## config.mk

```make
export PLATFORM = sky130hd
export DESIGN_NAME = tdc_stamp_encoder
export DESIGN_NICKNAME = d
export VERILOG_FILES = /design/src/rtl/tdc_stamp_pkg.sv /design/src/rtl/tdc_coarse_counter.sv /design/src/rtl/tdc_therm_encoder.sv /design/src/rtl/tdc_stamp_encoder.sv
export SDC_FILE = /design/constraint.sdc
export NUM_CORES = 1
export LEC_CHECK = 0
export BUFFER_PORTS_ARGS = -buffer_cell sky130_fd_sc_hd__buf_2
export CAP_MARGIN = 15
export CORE_MARGIN = 2
export CORE_UTILIZATION = 44
export CTS_BUF_LIST = sky130_fd_sc_hd__clkbuf_16
export CTS_CLUSTER_SIZE = 20
export DETAILED_ROUTE_END_ITERATION = 8
export PLACE_DENSITY = 0.76
export SLEW_MARGIN = 20
export SYNTH_ARGS = -nofsm -noshare
export SYNTH_HDL_FRONTEND = slang
export SYNTH_SLANG_ARGS = --single-unit
```

## constraint.sdc

```tcl
create_clock -name clk -period 1.1 [get_ports clk]
set_input_delay 0.165 -clock clk [delete_from_list [all_inputs] [get_ports clk]]
set_output_delay 0.165 -clock clk [all_outputs]
set_load 0.01 [all_outputs]
```

## src/rtl/tdc_stamp_pkg.sv

```systemverilog
package tdc_stamp_pkg;
   localparam int unsigned COARSE_W_DEF    = 12;
   localparam int unsigned PLL_MULT_DEF    = 8;
   localparam int unsigned DLL_TAPS_DEF    = 32;
   localparam int unsigned INTERP_WAYS_DEF = 4;

   function automatic bit is_pow2(input int unsigned n);
      return (n >= 2) && ((n & (n - 1)) == 0);
   endfunction
endpackage

```

## src/rtl/tdc_coarse_counter.sv

```systemverilog
module tdc_coarse_counter #(
   parameter int unsigned W = 12
) (
   input  logic         clk,
   input  logic         rst_n,
   output logic [W-1:0] count_o
);
   if (W < 1) begin : g_bad_width
      $error("tdc_coarse_counter: W must be at least 1");
   end

   always_ff @(posedge clk or negedge rst_n) begin
      if (!rst_n) count_o <= '0;
      else        count_o <= count_o + W'(1);
   end
endmodule

```

## src/rtl/tdc_therm_encoder.sv

```systemverilog
module tdc_therm_encoder #(
   parameter  int unsigned N = 32,
   localparam int unsigned W = $clog2(N)
) (
   input  logic [N-1:0] therm_i,
   output logic [W-1:0] code_o
);
   if (!tdc_stamp_pkg::is_pow2(N)) begin : g_bad_n
      $error("tdc_therm_encoder: N must be a power of two >= 2");
   end

   logic [N:0]   ones_below;
   logic [N-1:0] first_zero;

   assign ones_below[0] = 1'b1;

   for (genvar i = 0; i < N; i++) begin : g_chain
      assign ones_below[i+1] = ones_below[i] & therm_i[i];
      assign first_zero[i]   = ones_below[i] & ~therm_i[i];
   end

   always_comb begin
      code_o = '0;
      for (int i = 0; i < N; i++) begin
         if (first_zero[i]) code_o = code_o | W'(i);
      end
      if (ones_below[N]) code_o = W'(N - 1);
   end
endmodule

```

## src/rtl/tdc_stamp_encoder.sv

```systemverilog
module tdc_stamp_encoder
   import tdc_stamp_pkg::*;
#(
   parameter  int unsigned COARSE_W    = COARSE_W_DEF,
   parameter  int unsigned PLL_MULT    = PLL_MULT_DEF,
   parameter  int unsigned DLL_TAPS    = DLL_TAPS_DEF,
   parameter  int unsigned INTERP_WAYS = INTERP_WAYS_DEF,
   localparam int unsigned PH_W        = $clog2(PLL_MULT),
   localparam int unsigned TAP_W       = $clog2(DLL_TAPS),
   localparam int unsigned INT_W       = $clog2(INTERP_WAYS),
   localparam int unsigned STAMP_W     = COARSE_W + PH_W + TAP_W + INT_W
) (
   input  logic                   clk,
   input  logic                   rst_n,
   input  logic                   hit_i,
   input  logic [PH_W-1:0]        phase_i,
   input  logic [DLL_TAPS-1:0]    taps_i,
   input  logic [INTERP_WAYS-1:0] interp_i,
   output logic [STAMP_W-1:0]     stamp_o,
   output logic                   stamp_valid_o
);
   if (!is_pow2(PLL_MULT)) begin : g_bad_mult
      $error("tdc_stamp_encoder: PLL_MULT must be a power of two >= 2");
   end

   logic [COARSE_W-1:0] coarse;
   logic [TAP_W-1:0]    tap_code;
   logic [INT_W-1:0]    int_code;

   tdc_coarse_counter #(.W(COARSE_W)) u_coarse (
      .clk     (clk),
      .rst_n   (rst_n),
      .count_o (coarse)
   );

   tdc_therm_encoder #(.N(DLL_TAPS)) u_tap_enc (
      .therm_i (taps_i),
      .code_o  (tap_code)
   );

   tdc_therm_encoder #(.N(INTERP_WAYS)) u_int_enc (
      .therm_i (interp_i),
      .code_o  (int_code)
   );

   always_ff @(posedge clk or negedge rst_n) begin
      if (!rst_n) begin
         stamp_o       <= '0;
         stamp_valid_o <= 1'b0;
      end else begin
         stamp_valid_o <= hit_i;
         if (hit_i) stamp_o <= {coarse, phase_i, tap_code, int_code};
      end
   end
endmodule

```

==> Yosys cells after proc, flatten, opt, wreduce, memory -nomap -nowiden <==
Index checks and enable logic that the tools add are counted.
{ "classes": {"bitwise": 102, "addsub": 1, "n_mux": 36} }
{ "ops": {"columns": ["operator", "n"], "rows": [
  ["5-bit two-way mux", 17],
  ["1-bit bitwise AND", 68],
  ["1-bit inverter", 34],
  ["4-bit two-way mux", 8],
  ["12-bit by 1-bit adder with 12-bit output, second input constant", 1],
  ["3-bit two-way mux", 4],
  ["2-bit two-way mux", 5],
  ["1-bit two-way mux", 2]
]} }
{ "word_totals": {"ff_bits": 35, "output_inout_bits": 23, "input_bits": 42, "word_cells": 142} }

==> Logic depth before layout (Yosys ltp) <==
Gate-level depths: netlist of the first run.
{ "logic_depth": {"ltp_word": 34, "depth_mapped": 5, "depth_no_buf": 5} }

==> Cells and area by module <==
Synthesis of the first run repeated with hierarchy kept, for this count alone.
{ "unflattened": {"hier_cells": 151, "hier_area_um2": 1724.2} }
{ "modules_own_cells": {"columns": ["module", "seq_area_each_um2", "area_each_um2", "n_inst", "cells_each"], "rows": [
  ["tdc_stamp_encoder", 575.6, 845.8, 1, 47],
  ["tdc_coarse_counter", 300.3, 515.5, 1, 41],
  ["tdc_therm_encoder at u_tap_enc", 0.0, 345.3, 1, 60],
  ["tdc_therm_encoder at u_int_enc", 0.0, 17.5, 1, 3]
]} }

==> Worst setup path before layout of the first run <==
No wires, ideal clock.
{ "synth_path": {"path_type": "in2reg", "from": "in taps_i[0]", "to": "reg stamp_o[5]", "cell_stages": 5, "t_arrival_ps": 1094, "path_buffers": 0, "slack_ps": -67, "setup_time_ps": 73, "required_ps": 1027, "cell_sequence": "nand4_1 > nor2_4 > nand4_2 > o32a_1 > a21oi_2"} }
{ "synth_between": {"elab_chain_cells": 33, "word_cells_on_any_way": 72, "cone_classes": "mux: 25; bitwise: 47"} }
{ "synth_lines": {"columns": ["item", "line", "source"], "rows": [
  ["start, declared", "tdc_stamp_encoder.sv:17", "input logic [DLL_TAPS-1:0] taps_i,"],
  ["1-bit bitwise AND (*) (7 in series)", "tdc_therm_encoder.sv:18", "assign ones_below[i+1] = ones_below[i] & therm_i[i];"],
  ["1-bit bitwise AND (on tied branches)", "tdc_therm_encoder.sv:19, tdc_therm_encoder.sv:18", null],
  ["4-bit two-way mux, or another cell as far along (7 in series)", "tdc_therm_encoder.sv:25", "if (first_zero[i]) code_o = code_o | W'(i);"],
  ["4-bit two-way mux / 1-bit bitwise AND (equally long branches)", "tdc_therm_encoder.sv:25, tdc_therm_encoder.sv:18", null],
  ["5-bit two-way mux / 1-bit bitwise AND (equally long branches) (7 in series)", "tdc_therm_encoder.sv:25, tdc_therm_encoder.sv:18", null],
  ["5-bit two-way mux, or another cell as far along (7 in series)", "tdc_therm_encoder.sv:25", null],
  ["5-bit two-way mux / 1-bit bitwise AND (equally long branches)", "tdc_therm_encoder.sv:25, tdc_therm_encoder.sv:19", null],
  ["5-bit two-way mux", "tdc_therm_encoder.sv:25", null],
  ["5-bit two-way mux (*)", "tdc_therm_encoder.sv:27", "if (ones_below[N]) code_o = W'(N - 1);"],
  ["end signal, assigned", "tdc_stamp_encoder.sv:52", "if (hit_i) stamp_o <= {coarse, phase_i, tap_code, int_code};"],
  ["end, declared", "tdc_stamp_encoder.sv:19", "output logic [STAMP_W-1:0] stamp_o,"]
]} }
Mark *: on every way between the ends. The rest lies on a longest branch, timed or not.
A chain may end at the register's enable or synchronous reset.

==> Worst setup path in the final report of the first run <==
{ "layout_path": {"from": "reg u_coarse.count_o[2]", "to": "reg u_coarse.count_o[11]"} }
{ "layout_between": {"elab_chain_cells": 1} }
{ "layout_lines": {"columns": ["item", "line", "source"], "rows": [
  ["start, declared", "tdc_coarse_counter.sv:6", "output logic [W-1:0] count_o"],
  ["start signal, assigned", "tdc_coarse_counter.sv:14", "else count_o <= count_o + W'(1);"],
  ["12-bit by 1-bit adder with 12-bit output", "tdc_coarse_counter.sv:14", null]
]} }
No other way between the ends.

==> metrics.cfg, run 1 <==
[outcome]
status = finished, violations left
failed_checks = setup timing

[synthesis]
ys_top_cells_by_area = dfrtp_1 51%, mux2_2 9.8%, xnor2_1 3.6%
synth_area_sq_um = 1720
ys_ff_latch = 35
synth_top_area_share_pct = 50.8
yosysMostFrequentCell = dfrtp_1
syn_inst = 158
yosysTopAreaCell = dfrtp_1
synth_seq_area_share_pct = 50.8
ys.flop_type = dfrtp_1
synth_area_per_cell_sq_um = 10.9
synthTopCellsByCount = 35 x dfrtp_1, 16 x nand2_1, 15 x mux2_2
synth-async-reset-ratio_pct = 100
syn_nets = 201
synth_edf_count = 0
synth_cell_types = 36
yosysWarningCount = 0

[setup_path]
worstPathCellList = and3_4 -> and4_4 -> nand4_1 -> xnor2_1
slowest_delay_ps = 360
worst-path-buf-inv = 0
crit_path_max_fanout = 3
r2r-start = u_coarse.count_o[2]$_DFF_PN0_
cp_top_family = simple AND/OR/NAND/NOR gates
cp-start-kind = flip-flop
reg2reg_slack_ps = -30
timing.rr.end = u_coarse.count_o[11]$_DFF_PN0_
critPathRequiredTime_ps = 1260
r2r_cells = 4
worstSetupPathType = reg -> reg
cp_data_arrival_time_ps = 1290
crit_slowest_cell = dfrtp_1
end_kind = flip-flop

[floorplan]
initial_core_util_pct = 46.4
fp.dieW_um = 66.6
placementRows = 22
die_h_um = 66.6
io_pins = 65
die_area_sq_um = 4440
design.core.area_sq_um = 3720

[sta]
fin_ws_ps = -33.8
setup_viol = 1
slew_headroom_pct = 79.9
hold_slack_ps = 127
hold_violations = 0
rsz0062_at_grt = yes
finClkSkew_ps = 4.34
slew_viol_final = 0
fin_crit_sh_pct = 103
worst_slew_pin_slew_ps = 299
fmax_mhz = 882
finalCriticalPeriod_ps = 1130

[hold_path]
whs_endpoint = stamp_o[8]$_DFFE_PN0P_
hold_class = in -> reg
hold_depth = 2
hold_start = phase_i[1]

[clock_tree]
tritoncts = done
clk_latency_ps = 270
cts_buffers = 5
cts_sinks = 35
path_clk_slew_ps = 50
htree_levels = 2
cts_root_buf = clkbuf_16
cts_buffer_depth = 2

[drt]
drc_errors = 0
wl_per_cell_um = 13.0
drt-initial-drc-count = 79
vias_per_cell = 5.09
first_pass_iters = 4
routed_wl_mm = 3.95
detail-route-antenna-nets = 0
vias = 1552

[global_routing]
antenna_found_initial = 0
grt_pass1_wl_mm = 6.40
grt_pass1_vias = 1482
grt_max_degree = 36
grt_use_total_pct = 19.2
gr-total-overflow = 0

[pwr]
ir_drop_mv = 1.03
p_leak_nw = 1.26
power_mw = 3.04
power_density_nw_per_um2 = 1210

[place]
dp_slack_ps = -208
placed_area_sq_um = 2320
globalplace.congestion = 0.890
io_buffers = 62
dp_hpwl_mm = 3.04

[layout]
diodes = 0
num-fill-cells = 304
multiInputGateArea_sq_um = 810
fin_area_sq_um = 2520
drive_above_1_share_pct = 51.4
regArea_sq_um = 876
area_growth_pct = 46.3
final_util_pct = 67.9
finalNetCount = 299

[run]
cap_violations = 0

-- how the worst max path moves through the flow --
| stage | from | endpoint | cells past startpoint |
|---|---|---|---|
| 3_3_place_gp | taps_i[0] | stamp_o[2]$_DFFE_PN0P_ | 6 |
| 6_report | u_coarse.count_o[2]$_DFF_PN0_ | u_coarse.count_o[11]$_DFF_PN0_ | 4 |
| 5_1_grt | u_coarse.count_o[4]$_DFF_PN0_ | u_coarse.count_o[11]$_DFF_PN0_ | 4 |
| 4_1_cts | u_coarse.count_o[1]$_DFF_PN0_ | u_coarse.count_o[10]$_DFF_PN0_ | 4 |
| 3_5_place_dp | taps_i[4] | stamp_o[4]$_DFFE_PN0P_ | 6 |
| 2_1_floorplan | u_coarse.count_o[2]$_DFF_PN0_ | u_coarse.count_o[11]$_DFF_PN0_ | 4 |
-- flip-flops by register name, indices dropped and copies added, names as in the netlist --
register / count
stamp_valid_o: 1
u_coarse.count_o: 12
stamp_o: 22
-- layer usage --
| layer | wire length, um | vias to the layer above | GRT usage [%] |
|---|---|---|---|
| met2 | 2110 | 40 | 32.6 |
| li1 | - | 762 | - |
| met1 | 1650 | 748 | 23.8 |
| met3 | 168 | 2 | 4.73 |
| met5 | 0 | - | 0 |
| met4 | 27 | 0 | 6.12 |
-- placed cells by master (no fill, tap or decap), drive strengths merged, types with 2 or more instances in the layout --
cell / instances
buf: 93
dfrtp: 35
nand2: 16
mux2: 15
inv: 13
o21ai: 10
nand3: 9
nor2: 9
nand4: 8
xnor2: 7
a21oi: 6
clkbuf: 5
xor2: 3
o211ai: 3
o32a: 2
and3: 2
and4: 2
nor3: 2
-- repair_timing --
item                                    in CTS  in global routing
gates resized for setup                      1                  5
endpoints found under the hold margin       35                  0
buffers inserted                             0                  4
endpoints found under the setup margin       5                  7
pin swaps                                    1                  2
hold buffers                                 1                  0
-- metrics by stage --
| step | std cells | TNS [ps] |
|---|---|---|
| after floorplan | 158 | -11.5 |
| after global placement | 292 | -538 |
| after detailed placement | 292 | -769 |
| after CTS | 301 | -122 |
| after global routing | 305 | -347 |
| final | 305 | -33.8 |
-- cell type report --
cell class,count,area share [%]
repair buffers,94,23.4
clock buffers,5,4.96
clock inverters,3,0.645
well taps,48,2.38
flip-flops and latches,35,34.7
multi-input cells,108,32.1
inverters,12,1.79
-- cell families after synthesis --
family | count (synthesis) | synth area share, %
compound gates | 29 | 11.2
xor+xnor | 10 | 5.08
fa+ha+maj | 1 | 0.726
buf+inv | 15 | 4.14
flops | 35 | 50.8
mux | 15 | 9.80
simple gates | 53 | 18.2
-- worst register-to-register path, delay by kind of cell, from the launching register on --
kind             cells  cell delay (ps)
XOR/XNOR             1              140
flip-flops           1              360
AND/OR/NAND/NOR      3              530
-- report_power, final --
part           switching (mW)  internal, mW  total, mW
clock                   0.474         0.823       1.30
sequential             0.0207          1.33       1.35
combinational           0.194         0.200      0.394
total                   0.689          2.36       3.04
No activity file was read; power rests on OpenSTA's default activity.
==> inputs of run 2 (changes only) <==
--- a/config.mk
+++ b/config.mk
@@ -8,11 +8,11 @@
 export BUFFER_PORTS_ARGS = -buffer_cell sky130_fd_sc_hd__buf_2
 export CAP_MARGIN = 15
 export CORE_MARGIN = 2
-export CORE_UTILIZATION = 44
+export CORE_UTILIZATION = 48
 export CTS_BUF_LIST = sky130_fd_sc_hd__clkbuf_16
 export CTS_CLUSTER_SIZE = 20
 export DETAILED_ROUTE_END_ITERATION = 8
-export PLACE_DENSITY = 0.76
+export PLACE_DENSITY = 0.78
 export SLEW_MARGIN = 20
 export SYNTH_ARGS = -nofsm -noshare
 export SYNTH_HDL_FRONTEND = slang
==> constraint.sdc (replaced) <==
create_clock -name clk -period 1.2 [get_ports clk]
set_input_delay 0.18 -clock clk [delete_from_list [all_inputs] [get_ports clk]]
set_output_delay 0.18 -clock clk [all_outputs]
set_load 0.01 [all_outputs]
==> metrics.cfg, run 2 (same netlist as run 1, synthesis figures left out) <==
[outcome]
status = completed

[drt]
vias_per_cell = 5.21
detail-route-antenna-nets = 0
routed_wl_mm = 3.92
drt-initial-drc-count = 125
drc_errors = 0
first_pass_iters = 4
wl_per_cell_um = 13.1
vias = 1557

[hold_path]
hold_class = in -> reg

[sta]
hold_violations = 0
rsz0062_at_grt = yes
slew_viol_final = 0
finalCriticalPeriod_ps = 1170
fmax_mhz = 851
slew_headroom_pct = 80.7
worst_slew_pin_slew_ps = 285
setup_viol = 0
fin_ws_ps = 25.2
finClkSkew_ps = 3.47
hold_slack_ps = 139
tns_ps = 0
fin_crit_sh_pct = 97.9

[setup_path]
end_kind = flip-flop
worstSetupPathType = reg -> reg
crit_end = u_coarse.count_o[11]$_DFF_PN0_
crit_start = u_coarse.count_o[3]$_DFF_PN0_
crit_path_max_fanout = 3
critPathRequiredTime_ps = 1360
reg2reg_slack_ps = 30
timing.rr.end = u_coarse.count_o[11]$_DFF_PN0_
r2r-start = u_coarse.count_o[3]$_DFF_PN0_
cp_data_arrival_time_ps = 1330
cp-start-kind = flip-flop
r2r_cells = 4

[global_routing]
grt_pass1_vias = 1523
grt_pass1_wl_mm = 6.51
grt_use_total_pct = 20.6
antenna_found_initial = 0
gr-total-overflow = 0
grt_max_degree = 36

[clock_tree]
tritoncts = done
cts_buffers = 5
cts_buffer_depth = 2
htree_levels = 2
path_clk_slew_ps = 50
clk_latency_ps = 280
cts_sinks = 35
cts_root_buf = clkbuf_16

[pwr]
p_leak_nw = 1.24
ir_drop_mv = 1.11
power_density_nw_per_um2 = 1140

[layout]
largest-register = stamp_o
finalNonFillerCells = 299
mostFrequentLayoutCell = buf_2
drive_above_1_share_pct = 49.0
top_regs = stamp_o: 22 flops, u_coarse.count_o: 12 flops, stamp_valid_o: 1 flops
finalNetCount = 295
area_growth_pct = 43.0
final_util_pct = 72.7
diodes = 0
final_cell_mix = 62 x buf_2, 35 x dfrtp_1, 25 x buf_4
largest_register_ffs = 22

[floorplan]
placementRows = 21
io_pins = 65
design.core.area_sq_um = 3390
fp.dieW_um = 63.9
die_area_sq_um = 4090
die_h_um = 63.9
initial_core_util_pct = 50.9

[place]
placedCellCount = 289
globalplace.congestion = 0.840
dp_slack_ps = -171
dp_hpwl_mm = 2.92
io_buffers = 62

[run]
cap_violations = 0

## run 2: cell count changes in the layout (fill, tap and decap cells not counted)
cell	change
nand3_1	+1
o311ai_1	+1
nor2_2	-2
buf_4	-3
ha_2	-1
ha_1	+1
buf_12	-1
o41ai_1	-1
nand3_2	-1
o41ai_2	+1
o311ai_2	-1
nor2_1	+2
## run 2: final cells by class
class                   count  area, sq um
multi-input cells         108          797
well taps                  46         57.6
inverters                  12         45.0
clock buffers               5          125
repair buffers             90          548
flip-flops and latches     35          876
fillers                   246          925
clock inverters             3         16.3
## run 2: what timing repair did
item / in CTS / in global routing
setup buffers: 0 / 1
endpoints found under the hold margin: 35 / 0
hold buffers: 1 / 0
pin swaps: 0 / 1
gates resized for setup: 3 / 2
setup endpoints to repair: 2 / 4
## run 2: how the worst min path moves through the flow
stage / startpoint / to / slack [ps] / cells past startpoint
2_1_floorplan: rst_n / stamp_o[0]$_DFFE_PN0P_ / -120 / 0
3_3_place_gp: rst_n / stamp_o[10]$_DFFE_PN0P_ / 150 / 2
3_5_place_dp: rst_n / stamp_o[10]$_DFFE_PN0P_ / 150 / 2
4_1_cts: phase_i[0] / stamp_o[7]$_DFFE_PN0P_ / 140 / 2
5_1_grt: phase_i[1] / stamp_o[8]$_DFFE_PN0P_ / 140 / 2
6_report: phase_i[0] / stamp_o[7]$_DFFE_PN0P_ / 140 / 2
## run 2: power breakdown
part           switching, mW  total [mW]  internal, mW  leakage, nW
clock network          0.453        1.21         0.755       0.0710
registers             0.0183        1.24          1.22        0.441
logic                  0.177       0.355         0.178        0.733
total                  0.648        2.80          2.15         1.24
## run 2: through the flow
| stage | total power, mW | cell area (sq um) |
|---|---|---|
| final | 2.80 | 2460 |
| after global routing | 2.94 | 2460 |
| after CTS | 2.83 | 2440 |
| after detailed placement | 1.61 | 2290 |
| after global placement | 1.60 | 2290 |
| after floorplan | 1.39 | 1720 |
## run 2: worst max-delay path, stage by stage, from the launching register on
cell and delay (ps):
dfrtp_1 360, and3_4 210, and4_4 240, nand4_1 110
xnor2_1 140
## run 2: layer usage
layer / global-route usage, % / share of wire (%) / vias to the layer above
li1: - / - / 754
met1: 23.7 / 42 / 736
met2: 37.1 / 50 / 62
met3: 5.46 / 7.2 / 5
met4: 6.25 / 1.2 / 0
met5: 0 / 0 / -
==> inputs of run 3 (changes only) <==
--- a/config.mk
+++ b/config.mk
@@ -5,14 +5,15 @@
 export SDC_FILE = /design/constraint.sdc
 export NUM_CORES = 1
 export LEC_CHECK = 0
+export ABC_AREA = 1
 export BUFFER_PORTS_ARGS = -buffer_cell sky130_fd_sc_hd__buf_2
 export CAP_MARGIN = 15
 export CORE_MARGIN = 2
-export CORE_UTILIZATION = 48
+export CORE_UTILIZATION = 49
 export CTS_BUF_LIST = sky130_fd_sc_hd__clkbuf_16
 export CTS_CLUSTER_SIZE = 20
 export DETAILED_ROUTE_END_ITERATION = 8
-export PLACE_DENSITY = 0.78
+export PLACE_DENSITY = 0.79
 export SLEW_MARGIN = 20
 export SYNTH_ARGS = -nofsm -noshare
 export SYNTH_HDL_FRONTEND = slang
==> metrics.cfg, run 3 <==
[clock_tree]
path_clk_slew_ps = 50
cts_root_buf = clkbuf_16
cts_buffers = 5
clk_latency_ps = 280
cts_buffer_depth = 2
htree_levels = 2
cts_sinks = 35
tritoncts = done

[drt]
wl_per_cell_um = 16.0
drc_errors = 0
first_pass_iters = 5
vias = 2119
routed_wl_mm = 6.25
drt-initial-drc-count = 151
detail-route-antenna-nets = 0
vias_per_cell = 5.43

[outcome]
failed_checks = setup timing
status = finished, violations left

[layout]
drive_above_1_share_pct = 46.2
area_growth_pct = 63.8
mostFrequentLayoutCell = nand2_1
final_cell_mix = 59 x nand2_1, 50 x buf_2, 46 x buf_4
finalNonFillerCells = 390
diodes = 0
top_regs = stamp_o: 22 flops, u_coarse.count_o: 12 flops, stamp_valid_o: 1 flops
fin_area_sq_um = 2990
finalNetCount = 386
largest-register = stamp_o
largest_register_ffs = 22

[sta]
slew_viol_final = 0
finClkSkew_ps = 3.19
fin_ws_ps = -341
fmax_mhz = 649
rsz0062_at_grt = yes
slew_headroom_pct = 72.2
hold_violations = 0
finalCriticalPeriod_ps = 1540
fin_crit_sh_pct = 128
worst_slew_pin_slew_ps = 417
tns_ps = -1780
hold_slack_ps = 117
setup_viol = 9

[global_routing]
grt_pass1_wl_mm = 9.09
grt_max_degree = 36
antenna_found_initial = 0
gr-total-overflow = 0
grt_use_total_pct = 28.6
grt_pass1_vias = 1994

[synthesis]
ys_top_cells_by_area = dfrtp_1 48%, nand2_1 13%, inv_1 6.0%
yosysWarningCount = 0
synth-async-reset-ratio_pct = 100
synth_area_per_cell_sq_um = 8.04
synth_cell_types = 23
synth_top_area_share_pct = 48.0
synthTopCellsByCount = 62 x nand2_1, 35 x dfrtp_1, 29 x inv_1
ys.flop_type = dfrtp_1
yosysMostFrequentCell = nand2_1
synth_edf_count = 0
ys_ff_latch = 35
yosysTopAreaCell = dfrtp_1
synth_seq_area_share_pct = 48.0
syn_inst = 227
synth_area_sq_um = 1820
syn_nets = 270

[pwr]
sw_frac_of_total_pct = 24.2
p_leak_nw = 1.58
internal-power_mw = 2.16
p_sw_uw = 690
power_mw = 2.85
power_density_nw_per_um2 = 953
seqPwrFrac_pct = 43.7
ir_drop_mv = 0.558
clockPowerShare_pct = 40.4
power_frac_comb_pct = 15.9

[setup_path]
crit_path_max_fanout = 4
worstSetupPathType = in -> reg
r2r_cells = 7
end_kind = flip-flop
reg2reg_slack_ps = -250
cp-start-kind = input pin
timing.rr.end = u_coarse.count_o[10]$_DFF_PN0_
cp_data_arrival_time_ps = 1700
r2r-start = u_coarse.count_o[0]$_DFF_PN0_
critPathRequiredTime_ps = 1360

[floorplan]
die_area_sq_um = 4230
design.core.area_sq_um = 3610
io_pins = 65
die_h_um = 65.0
placementRows = 22
initial_core_util_pct = 50.6
fp.dieW_um = 65.0

[run]
cap_violations = 0

[hold_path]
hold_class = in -> reg
hold_start = phase_i[2]
whs_endpoint = stamp_o[9]$_DFFE_PN0P_
hold_depth = 3

[place]
globalplace.congestion = 0.850
io_buffers = 62
dp_hpwl_mm = 3.27
placed_area_sq_um = 2490
placedCellCount = 368

==> run 3: critical path, stage by stage <==
cell and delay, ps:
buf_8 110, nand3_4 90, nor2_4 50, nand2_4 80, nor2_4 50, buf_4 120, buf_4 130, nand4_1 90
nand4_1 160, nor2_1 170, nand3_1 120, nor2_1 150, nand2_1 70, inv_1 60, a21oi_2 40
==> run 3: area by class of cell <==
cell class | instances | area [sq um]
Multi-Input combinational cell | 158 | 997
Sequential cell | 35 | 876
Timing Repair Buffer | 113 | 813
Fill cell | 217 | 618
Clock buffer | 5 | 125
Inverter | 30 | 113
Tap cell | 48 | 60.1
Clock inverter | 1 | 3.75
==> run 3: layer usage <==
layer,vias up,wire length [um],GRT usage (%)
met5,-,0,0
met1,996,2300,33.5
met4,0,310,12.0
met2,125,3170,50.4
li1,963,-,-
met3,35,469,6.60
==> run 3: logic make-up (layout without fill, tap and decap cells) <==
kind of cell | count (synthesis) | after routing | synth area share (%)
adders and majority gates | 1 | 1 | 0.686
xor gates and xnor gates | 9 | 9 | 4.32
DFF | 35 | 35 | 48.0
AOI/OAI and AO/OA | 22 | 22 | 6.52
and+or+nand+nor | 126 | 126 | 33.5
buffers and inverters | 34 | 149 | 7.00
==> run 3: worst max-delay path by stage <==
stage                                          to                          start  slack, ps  cells past startpoint
CTS                 u_coarse.count_o[8]$_DFF_PN0_  u_coarse.count_o[0]$_DFF_PN0_       -230                      7
global route               stamp_o[2]$_DFFE_PN0P_                      taps_i[5]       -430                     15
detailed placement         stamp_o[3]$_DFFE_PN0P_                      taps_i[9]       -490                     13
finish                     stamp_o[2]$_DFFE_PN0P_                      taps_i[5]       -340                     15
global placement           stamp_o[3]$_DFFE_PN0P_                      taps_i[9]       -430                     13
floorplan                  stamp_o[3]$_DFFE_PN0P_                      taps_i[9]       -200                     12
==> run 3: power groups by stage <==
stage	Sequential [mW]	Clock, mW	Combinational (mW)
finish	1.24	1.15	0.453
global route	1.25	1.21	0.493
CTS	1.24	1.16	0.397
detailed placement	1.26	0	0.351
global placement	1.26	0	0.345
floorplan	1.28	0	0.116
==> run 3: repair_timing <==
action	in CTS	in global routing
buffers inserted	14	5
hold endpoints to repair	35	0
gates resized for setup	30	29
hold buffers	1	0
gates cloned	0	0
endpoints found under the setup margin	8	11
pin swaps	21	14
==> run 3: stage by stage <==
step	worst slack (ps)	utilization (%)
detailed placement	-487	69.0
finish	-341	82.9
floorplan	-199	-
global placement	-425	69.0
CTS	-226	78.8
global route	-425	82.9
